==> src/rtl/dma_split_pkg.sv <==
package dma_split_pkg;

  localparam logic [1:0] KIND_LOAD  = 2'd0;
  localparam logic [1:0] KIND_STORE = 2'd1;

  typedef enum logic [2:0] {
    S_IDLE,
    S_SETUP,
    S_FILL,
    S_ISSUE,
    S_WAIT,
    S_DRAIN
  } split_state_t;

endpackage

==> src/rtl/dma_split_chunk.sv <==
// Works out the next transaction from the transfer start and progress.
module dma_split_chunk #(
  parameter int ADDR_W     = 32,
  parameter int LEN_W      = 16,
  parameter int LINE_BYTES = 64
) (
  input  logic                          clk,
  input  logic                          rst_n,
  input  logic                          chk_en_i,
  input  logic [ADDR_W-1:0]             start_addr_i,
  input  logic [LEN_W-1:0]              total_len_i,
  input  logic [LEN_W-1:0]              done_bytes_i,
  output logic [ADDR_W-1:0]             chunk_addr_o,
  output logic [$clog2(LINE_BYTES)-1:0] chunk_off_o,
  output logic [$clog2(LINE_BYTES):0]   chunk_len_o,
  output logic                          all_done_o
);
  localparam int OFF_W = $clog2(LINE_BYTES);
  localparam int CL_W  = OFF_W + 1;
  localparam int CW    = (LEN_W > CL_W) ? LEN_W : CL_W;

  logic [LEN_W-1:0] remain;
  logic [CW-1:0]    remain_x;
  logic [CW-1:0]    room_x;

  always_comb begin
    chunk_addr_o = start_addr_i + ADDR_W'(done_bytes_i);
    chunk_off_o  = chunk_addr_o[OFF_W-1:0];
    remain       = total_len_i - done_bytes_i;
    remain_x     = CW'(remain);
    room_x       = CW'(LINE_BYTES) - CW'(chunk_off_o);
    chunk_len_o  = (remain_x < room_x) ? CL_W'(remain_x) : CL_W'(room_x);
    all_done_o   = (done_bytes_i == total_len_i);
  end

  // once any bytes are complete, the next transaction begins on a line boundary
  p_later_aligned_r4: assert property (@(posedge clk) disable iff (!rst_n)
    (chk_en_i && done_bytes_i != '0) |-> (chunk_off_o == '0));

  // a transaction that is about to be issued is never empty and never longer than a line
  p_chunk_size_r3: assert property (@(posedge clk) disable iff (!rst_n)
    chk_en_i |-> (chunk_len_o != '0 && chunk_len_o <= CL_W'(LINE_BYTES)));

endmodule

==> src/rtl/dma_split_linebuf.sv <==
// Line-wide byte-lane buffer: filled bytewise for stores, loaded whole for loads.
module dma_split_linebuf #(
  parameter int LINE_BYTES = 64
) (
  input  logic                          clk,
  input  logic                          rst_n,
  input  logic                          clear_i,
  input  logic                          put_en_i,
  input  logic [$clog2(LINE_BYTES)-1:0] put_idx_i,
  input  logic [7:0]                    put_byte_i,
  input  logic                          load_en_i,
  input  logic [LINE_BYTES*8-1:0]       load_line_i,
  input  logic [$clog2(LINE_BYTES)-1:0] get_idx_i,
  output logic [7:0]                    get_byte_o,
  output logic [LINE_BYTES*8-1:0]       line_o
);
  localparam int OFF_W = $clog2(LINE_BYTES);

  for (genvar g = 0; g < LINE_BYTES; g++) begin : g_lane
    logic [7:0] lane_q;
    logic [7:0] lane_d;

    always_comb begin
      lane_d = lane_q;
      if (clear_i)
        lane_d = '0;
      else if (load_en_i)
        lane_d = load_line_i[g*8 +: 8];
      else if (put_en_i && put_idx_i == OFF_W'(g))
        lane_d = put_byte_i;
    end

    always_ff @(posedge clk or negedge rst_n) begin
      if (!rst_n)
        lane_q <= '0;
      else
        lane_q <= lane_d;
    end

    assign line_o[g*8 +: 8] = lane_q;
  end

  assign get_byte_o = line_o[{get_idx_i, 3'b000} +: 8];

  // the buffer is never filled from the stream and loaded from memory together
  p_one_source_r5: assert property (@(posedge clk) disable iff (!rst_n)
    !(put_en_i && (load_en_i || clear_i)));

endmodule

==> src/rtl/dma_line_splitter.sv <==
module dma_line_splitter #(
  parameter int ADDR_W     = 32,
  parameter int LEN_W      = 16,
  parameter int LINE_BYTES = 64,
  parameter int ID_W       = 8
) (
  input  logic                          clk,
  input  logic                          rst_n,
  input  logic                          req_valid,
  output logic                          req_ready,
  input  logic [1:0]                    req_kind,
  input  logic [ADDR_W-1:0]             req_addr,
  input  logic [LEN_W-1:0]              req_len,
  output logic [ID_W-1:0]               req_id,
  output logic                          bad_req,
  input  logic                          wr_valid,
  output logic                          wr_ready,
  input  logic [7:0]                    wr_byte,
  output logic                          mem_valid,
  input  logic                          mem_ready,
  output logic                          mem_write,
  output logic [ADDR_W-1:0]             mem_addr,
  output logic [$clog2(LINE_BYTES):0]   mem_len,
  output logic [LINE_BYTES-1:0]         mem_lanes,
  output logic [LINE_BYTES*8-1:0]       mem_wdata,
  input  logic                          rsp_valid,
  input  logic                          rsp_is_data,
  input  logic [LINE_BYTES*8-1:0]       rsp_data,
  output logic                          rd_valid,
  output logic [7:0]                    rd_byte,
  output logic                          busy,
  output logic                          done,
  output logic [ID_W-1:0]               done_id,
  output logic                          err_flag
);
  import dma_split_pkg::*;

  localparam int OFF_W = $clog2(LINE_BYTES);
  localparam int CL_W  = OFF_W + 1;

  split_state_t      state_q, state_d;
  logic [ADDR_W-1:0] start_q, start_d;
  logic [LEN_W-1:0]  total_q, total_d;
  logic [LEN_W-1:0]  completed_q, completed_d;
  logic [LEN_W-1:0]  issued_q, issued_d;
  logic [ADDR_W-1:0] caddr_q, caddr_d;
  logic [OFF_W-1:0]  coff_q, coff_d;
  logic [CL_W-1:0]   clen_q, clen_d;
  logic [CL_W-1:0]   idx_q, idx_d;
  logic [ID_W-1:0]   id_ctr_q, id_ctr_d;
  logic [ID_W-1:0]   cur_id_q, cur_id_d;
  logic              wr_q, wr_d;
  logic              done_q, done_d;
  logic              bad_q, bad_d;
  logic              err_q, err_d;

  logic [ADDR_W-1:0] n_addr;
  logic [OFF_W-1:0]  n_off;
  logic [CL_W-1:0]   n_len;
  logic              n_all_done;
  logic              chk_en;
  logic              legal_kind;
  logic              last_byte;
  logic              buf_clear;
  logic              buf_put;
  logic              buf_load;
  logic [OFF_W-1:0]  lane_idx;
  logic [7:0]        buf_byte;
  logic [LINE_BYTES*8-1:0] buf_line;

  assign chk_en = (state_q == S_SETUP) && !n_all_done;

  dma_split_chunk #(
    .ADDR_W    (ADDR_W),
    .LEN_W     (LEN_W),
    .LINE_BYTES(LINE_BYTES)
  ) i_chunk (
    .clk         (clk),
    .rst_n       (rst_n),
    .chk_en_i    (chk_en),
    .start_addr_i(start_q),
    .total_len_i (total_q),
    .done_bytes_i(completed_q),
    .chunk_addr_o(n_addr),
    .chunk_off_o (n_off),
    .chunk_len_o (n_len),
    .all_done_o  (n_all_done)
  );

  assign lane_idx = coff_q + OFF_W'(idx_q);

  dma_split_linebuf #(
    .LINE_BYTES(LINE_BYTES)
  ) i_linebuf (
    .clk        (clk),
    .rst_n      (rst_n),
    .clear_i    (buf_clear),
    .put_en_i   (buf_put),
    .put_idx_i  (lane_idx),
    .put_byte_i (wr_byte),
    .load_en_i  (buf_load),
    .load_line_i(rsp_data),
    .get_idx_i  (lane_idx),
    .get_byte_o (buf_byte),
    .line_o     (buf_line)
  );

  assign legal_kind = (req_kind == KIND_LOAD) || (req_kind == KIND_STORE);
  assign last_byte  = (idx_q == clen_q - CL_W'(1));

  // Next-state process
  always_comb begin
    state_d     = state_q;
    start_d     = start_q;
    total_d     = total_q;
    completed_d = completed_q;
    issued_d    = issued_q;
    caddr_d     = caddr_q;
    coff_d      = coff_q;
    clen_d      = clen_q;
    idx_d       = idx_q;
    id_ctr_d    = id_ctr_q;
    cur_id_d    = cur_id_q;
    wr_d        = wr_q;
    err_d       = err_q;
    done_d      = 1'b0;
    bad_d       = 1'b0;
    buf_clear   = 1'b0;
    buf_put     = 1'b0;
    buf_load    = 1'b0;

    case (state_q)
      S_IDLE: begin
        if (req_valid) begin
          if (legal_kind) begin
            start_d     = req_addr;
            total_d     = req_len;
            completed_d = '0;
            issued_d    = '0;
            wr_d        = (req_kind == KIND_STORE);
            cur_id_d    = id_ctr_q;
            id_ctr_d    = id_ctr_q + ID_W'(1);
            err_d       = 1'b0;
            state_d     = S_SETUP;
          end else begin
            bad_d = 1'b1;
          end
        end
      end
      S_SETUP: begin
        if (n_all_done) begin
          done_d  = 1'b1;
          state_d = S_IDLE;
        end else begin
          caddr_d   = n_addr;
          coff_d    = n_off;
          clen_d    = n_len;
          issued_d  = completed_q + LEN_W'(n_len);
          idx_d     = '0;
          buf_clear = 1'b1;
          state_d   = wr_q ? S_FILL : S_ISSUE;
        end
      end
      S_FILL: begin
        if (wr_valid) begin
          buf_put = 1'b1;
          if (last_byte) begin
            idx_d   = '0;
            state_d = S_ISSUE;
          end else begin
            idx_d = idx_q + CL_W'(1);
          end
        end
      end
      S_ISSUE: begin
        if (mem_ready)
          state_d = S_WAIT;
      end
      S_WAIT: begin
        if (rsp_valid) begin
          if (rsp_is_data == wr_q)
            err_d = 1'b1;
          if (!wr_q && rsp_is_data) begin
            buf_load = 1'b1;
            idx_d    = '0;
            state_d  = S_DRAIN;
          end else begin
            completed_d = issued_q;
            state_d     = S_SETUP;
          end
        end
      end
      S_DRAIN: begin
        if (last_byte) begin
          completed_d = issued_q;
          state_d     = S_SETUP;
        end else begin
          idx_d = idx_q + CL_W'(1);
        end
      end
      default: state_d = S_IDLE;
    endcase
  end

  // Register process
  always_ff @(posedge clk or negedge rst_n) begin
    if (!rst_n) begin
      state_q     <= S_IDLE;
      start_q     <= '0;
      total_q     <= '0;
      completed_q <= '0;
      issued_q    <= '0;
      caddr_q     <= '0;
      coff_q      <= '0;
      clen_q      <= '0;
      idx_q       <= '0;
      id_ctr_q    <= '0;
      cur_id_q    <= '0;
      wr_q        <= 1'b0;
      done_q      <= 1'b0;
      bad_q       <= 1'b0;
      err_q       <= 1'b0;
    end else begin
      state_q     <= state_d;
      start_q     <= start_d;
      total_q     <= total_d;
      completed_q <= completed_d;
      issued_q    <= issued_d;
      caddr_q     <= caddr_d;
      coff_q      <= coff_d;
      clen_q      <= clen_d;
      idx_q       <= idx_d;
      id_ctr_q    <= id_ctr_d;
      cur_id_q    <= cur_id_d;
      wr_q        <= wr_d;
      done_q      <= done_d;
      bad_q       <= bad_d;
      err_q       <= err_d;
    end
  end

  for (genvar g = 0; g < LINE_BYTES; g++) begin : g_lanes
    assign mem_lanes[g] = (CL_W'(g) >= CL_W'(coff_q)) &&
                          (CL_W'(g) <  CL_W'(coff_q) + clen_q);
  end

  assign req_ready = (state_q == S_IDLE);
  assign req_id    = id_ctr_q;
  assign bad_req   = bad_q;
  assign wr_ready  = (state_q == S_FILL);
  assign mem_valid = (state_q == S_ISSUE);
  assign mem_write = wr_q;
  assign mem_addr  = caddr_q;
  assign mem_len   = clen_q;
  assign mem_wdata = buf_line;
  assign rd_valid  = (state_q == S_DRAIN);
  assign rd_byte   = buf_byte;
  assign busy      = (state_q != S_IDLE);
  assign done      = done_q;
  assign done_id   = cur_id_q;
  assign err_flag  = err_q;

  // a legal acceptance makes the block busy and closes the request port
  p_accept_busy_r1: assert property (@(posedge clk) disable iff (!rst_n)
    (req_valid && req_ready && legal_kind) |=> (busy && !req_ready));

  // an illegal kind gives a pulse and leaves the block idle
  p_illegal_idle_r2: assert property (@(posedge clk) disable iff (!rst_n)
    (req_valid && req_ready && !legal_kind) |=> (bad_req && !busy));

  // the lane mask covers exactly the transaction length
  p_lane_count_r5: assert property (@(posedge clk) disable iff (!rst_n)
    mem_valid |-> ($countones(mem_lanes) == int'(mem_len)));

  // a stalled transaction holds its address and length
  p_hold_r6: assert property (@(posedge clk) disable iff (!rst_n)
    (mem_valid && !mem_ready) |=> (mem_valid && $stable(mem_addr) && $stable(mem_len)));

  // no new transaction until the response to the previous one is taken
  p_one_outstanding_r6: assert property (@(posedge clk) disable iff (!rst_n)
    (mem_valid && mem_ready) |=> !mem_valid);

  // completion happens only with every byte done and the block idle
  p_done_complete_r8: assert property (@(posedge clk) disable iff (!rst_n)
    done |-> (completed_q == total_q && !busy));

endmodule

==> config.mk <==
export PLATFORM = sky130hd
export DESIGN_NAME = dma_line_splitter
export DESIGN_NICKNAME = d
export VERILOG_FILES = /design/src/rtl/dma_split_pkg.sv /design/src/rtl/dma_split_chunk.sv /design/src/rtl/dma_split_linebuf.sv /design/src/rtl/dma_line_splitter.sv
export SDC_FILE = /design/constraint.sdc
export NUM_CORES = 2
export LEC_CHECK = 0
export ABC_AREA = 0
export BUFFER_PORTS_ARGS = -buffer_cell sky130_fd_sc_hd__clkbuf_2
export CORE_AREA = 10 10 463 465
export CTS_BUF_LIST = sky130_fd_sc_hd__clkbuf_2 sky130_fd_sc_hd__clkbuf_4 sky130_fd_sc_hd__clkbuf_8
export DETAILED_ROUTE_END_ITERATION = 8
export DIE_AREA = 0 0 473 475
export PLACE_DENSITY = 0.32
export SETUP_SLACK_MARGIN = 0.1
export SLEW_MARGIN = 20
export SYNTH_ARGS = -nofsm -noshare
export SYNTH_HDL_FRONTEND = slang
export SYNTH_SLANG_ARGS = --single-unit
==> constraint.sdc <==
create_clock -name clk -period 15.68 [get_ports clk]
set_input_delay 3.136 -clock clk [delete_from_list [all_inputs] [get_ports clk]]
set_output_delay 3.136 -clock clk [all_outputs]
set_load 0.05 [all_outputs]
* After elaboration in Yosys (flattened, before gate mapping)
Index checks and enable logic that the tools add are counted.
** Word-level totals
- Bits in registers :: 667
- Logic and storage cells :: 747
** Cells by class
- Add/sub/neg operators :: 9
- Magnitude comparators :: 128
- Equality and inequality tests :: 84
- Shift-type cells :: 1
- Mux-type cells :: 236
- Bitwise logic cells :: 1
- Reduce and logical (&&, ||, !) cells :: 209
** Operator list (count)
- $mux W8 :: 192
- $shiftx A512 B10 Y8 :: 1
- $lt A6 B7 Y1 const A :: 32
- $reduce_bool A3 Y1 :: 66
- $eq A6 B6 Y1 const B :: 32
- $ge A6 B6 Y1 const A :: 31
- $logic_and A1 B1 Y1 :: 128
- $lt A5 B7 Y1 const A :: 16
- $eq A6 B5 Y1 const B :: 16
- $ge A5 B6 Y1 const A :: 16
- $mux W16 :: 6
- $lt A4 B7 Y1 const A :: 8
- $mux W7 :: 7
- $eq A6 B4 Y1 const B :: 8
- $ge A4 B6 Y1 const A :: 8
- $pmux W16 S3 :: 1
- $add A32 B16 Y32 :: 1
- $pmux W16 S2 :: 1
- $lt A3 B7 Y1 const A :: 4
- $pmux W7 S4 :: 1
- $eq A6 B3 Y1 const B :: 4
- $ge A3 B6 Y1 const A :: 4
- $mux W3 :: 8
- $pmux W3 S6 :: 1
- 41 further kinds :: 76

* Logic depth before layout (Yosys ltp)
- Depth after elaboration :: 7
- Gate-level depth with buffers :: 27
- Mapped depth without buffers :: 27

* Modules after synthesis
A second synthesis with hierarchy kept.
** Second synthesis, totals
- Cell total of the unflattened synthesis :: 3904
- Area total of the unflattened synthesis :: 37403.4 µm²
** By module, submodules not included
- dma_split_linebuf :: times used 1, cells each 2698, area each 26870.8 µm², seq. area each 12812.3 µm²
- dma_line_splitter :: times used 1, cells each 910, area each 8419.3 µm², seq. area each 3878.7 µm²
- dma_split_chunk :: times used 1, cells each 296, area each 2113.3 µm², seq. area each 0.0 µm²

* Least setup slack after synthesis
OpenSTA, ideal clock, no wires.
- Path kind :: register to output
- Start point :: register mem_addr[0] (netlist name)
- End point :: output mem_lanes[20]
- Arrival time :: 5.828 ns
- Data required time :: 12.544 ns
- Slack :: 6.716 ns
- Stages on the path, launching flop included :: 12
- Cells stage by stage :: dfrtp_1 -> ha_1 -> fa_1 -> a21o_1 -> a21oi_1 -> o21bai_1 -> a21oi_1 -> xnor2_1 -> or2_2 -> clkbuf_1 -> nor2_1 -> a2111oi_0
** RTL lines
- to (decl) :: RTL line dma_line_splitter.sv:24 : output logic [LINE_BYTES-1:0] mem_lanes,

==> impl_metrics.json <==
{
  "cts_buffers": 142,
  "worstMarginPinSlew_ns": 1.27,
  "yosysSeqAreaShare_pct": 44.4,
  "drive_gt1_share_pct": 36.2,
  "track_usage_pct": 23.5,
  "grt.overflow.total": 0,
  "period_needed_ns": 8.68,
  "synthFlopType": "dfrtp_1",
  "grt_busiest_layer": "met2",
  "hold_slack_ns": 0.478,
  "end_kind": "primary output",
  "grt_start_max_net_pins": 142,
  "placed_cell_area_mm2": 0.0465,
  "ctsResizeCount": 0,
  "final.setup_skew_ns": 0.0839,
  "place_worst_setup_slack_ns": 7.74,
  "layout_setup_ws_ns": 7.00,
  "reg2reg_depth": 25,
  "synth_top_cell_area_share_pct": 44.4,
  "gp_congestion": 0.914,
  "hold_path_depth": 2,
  "row_count": 166,
  "outcome": "complete, no violations",
  "async_flop_share_pct": 100,
  "dpl.hpwl_um": 222000,
  "antenna_found_initial": 59,
  "start_util_pct": 18.2,
  "crit_fanout": 44,
  "fin_area_mm2": 0.0496,
  "syn_area_mm2": 0.0373,
  "worst_ep_required_time_ns": 12.54,
  "rsz0062_at_grt": "false",
  "grt_pass1_vias": 38800,
  "total_power_mw": 13.8,
  "period_share_pct": 55.3,
  "wl_um": 277000,
  "syn_nets": 4482,
  "postRouteAntennaNets": 0,
  "syn_avg_cell_area_um2": 9.71,
  "clkTransAtPathRegs_ns": 0.05,
  "synth.lib_cells_used.distinct": 80,
  "portBuffers": 1224,
  "p_leak_nw": 23.7,
  "ir_worst_vdd_uv": 501,
  "setup.worst_path.class": "flip-flop to primary output",
  "critPathLaunchType": "flip-flop",
  "htree_levels": 4,
  "clk_latency_ns": 0.91,
  "ios": 1225,
  "use_met2_pct": 39.0,
  "reg2reg_to": "issued_q[14]",
  "synth_top_area_cell": "dfrtp_1",
  "grt_pass1_wl_um": 366000,
  "ys_warn_count": 0,
  "use_met1_pct": 29.0,
  "grt_use_met3_pct": 5.63,
  "ff2ff_setup_slack_ns": 8.96,
  "slew_headroom_pct": 15.5,
  "die_w_um": 473,
  "drtIter0Drc": 3457,
  "die-area_mm2": 0.225,
  "final_cells": 7809,
  "dp.cells": 7537,
  "arrival_ns": 5.54,
  "fin_setup_tns_ns": 0,
  "drv_slew": 0,
  "holdPathEnd": "done_id[1]",
  "hp-class": "flip-flop to flip-flop",
  "r2r-start": "completed_q[1]",
  "cts.sinks": 661,
  "setup_violations": 0,
  "hp-start": "done_id[1]",
  "cellPowerDensity_mw_per_mm2": 279,
  "post-cts-setup-buffers": 0,
  "synth_edf_count": 0,
  "layout.cells.most_common_list": "clkbuf_2, nand2_1, dfrtp_1",
  "vias_per_cell": 4.94,
  "syn_to_final_growth_pct": 33.1,
  "final_util_pct": 24.3,
  "synth.area.top_cells": "dfrtp_1, nand2_1, mux4_2",
  "route.detailed.drc": 0,
  "root_buffer": "clkbuf_8",
  "dr.pass1.iters": 5,
  "vias": 38600,
  "ys_seq_elements": 661,
  "fmaxAchievable_mhz": 115,
  "fp.dieH_um": 475,
  "wire_per_inst_um": 35.5,
  "maxCapViolCount": 0,
  "layout_commonest_cell": "clkbuf_2",
  "nets": 5637,
  "syn_inst": 3838,
  "cts_hold_repair.buffers": 0,
  "clockBufferDepth": 3,
  "core_mm2": 0.204,
  "tritoncts": "yes",
  "hold_viol_final": 0
}
## per-layer routing
layer / part of all wire, % / vias up
met4: 4.7 / 34
met2: 48 / 1785
li1: - / 16400
met1: 41 / 19900
met5: 0.090 / -
met3: 6.8 / 390
## worst max-delay path, stage by stage, from the launching register on
cell	delay, ns
dfrtp_1	0.52
ha_4	0.66
buf_4	0.51
buf_4	0.76
mux4_2	0.60
mux4_2	0.60
mux4_2	0.50
clkbuf_2	0.31
## area by class of cell
class	count	area (µm²)
Antenna cell	27	67.6
Clock buffer	224	2780
Clock inverter	21	188
Fill cell	22600	155000
Inverter	41	154
Multi-Input combinational cell	2841	19700
Sequential cell	661	16500
Tap cell	2688	3360
Timing Repair Buffer	1306	6790
## Yosys cell counts, types with 5 or more instances
cell type  count
clkbuf_1     234
buf_2         39
nor3_2        13
a211oi_1      16
buf_1         20
o21a_1         6
o21bai_1       5
a221oi_1      37
dfrtp_1      661
nor2_1        87
ha_1          62
a21oi_2        9
nand3_1       45
mux4_2       168
nand4_1       12
xnor2_1       49
and2_1        14
a31oi_2       20
or2_2         11
o21ai_0       69
a21oi_1      329
and3_1        24
a22o_1       262
a31oi_4        8
fa_1           5
o31ai_1      258
xor2_1        35
inv_1         40
a31oi_1       18
a2111oi_0      5
nand2_1     1064
nor3_1        54
mux2i_1       18
nand2b_1      12
a21o_1        31
nor2b_1       15
or3_1          9
and2_0         5
## worst max-delay path by stage
stage / start / to / slack, ns / cells past startpoint
global route: mem_addr[0] / rd_byte[7] / 6.59 / 7
floorplan: mem_addr[0] / mem_lanes[20] / 6.72 / 11
detailed placement: mem_addr[0] / rd_byte[7] / 7.74 / 7
finish: mem_addr[0] / rd_byte[7] / 7.00 / 7
CTS: mem_addr[0] / rd_byte[7] / 6.71 / 7
global placement: mem_addr[0] / rd_byte[7] / 7.86 / 7
## logic make-up after synthesis
kind of cell               Yosys count  share of synthesized area, %
and+or+nand+nor                   1386                          15.5
AOI/OAI and AO/OA                 1111                          21.4
DFF                                661                          44.4
buffers and inverters              336                          3.53
muxes                              190                          10.8
xor gates and xnor gates            87                          2.11
adders and majority gates           67                          2.35
## registers in the layout, indices dropped and copies added, names as in the netlist
register	cells
req_id	8
total_q	16
i_linebuf.g_lane.lane_q	512
mem_len	7
done_id	8
err_flag	1
idx_q	7
start_q	32
mem_write	1
bad_req	1
mem_addr	32
state_q	3
issued_q	16
completed_q	16
done	1
## report_power, final
part / internal (mW) / total, mW / switching [mW] / leakage, nW
clock network: 1.13 / 2.05 / 0.919 / 1.58
logic: 2.25 / 8.67 / 6.42 / 13.4
registers: 2.22 / 3.11 / 0.892 / 8.72
total: 5.59 / 13.8 / 8.23 / 23.7
No activity file was read; power rests on OpenSTA's default activity.
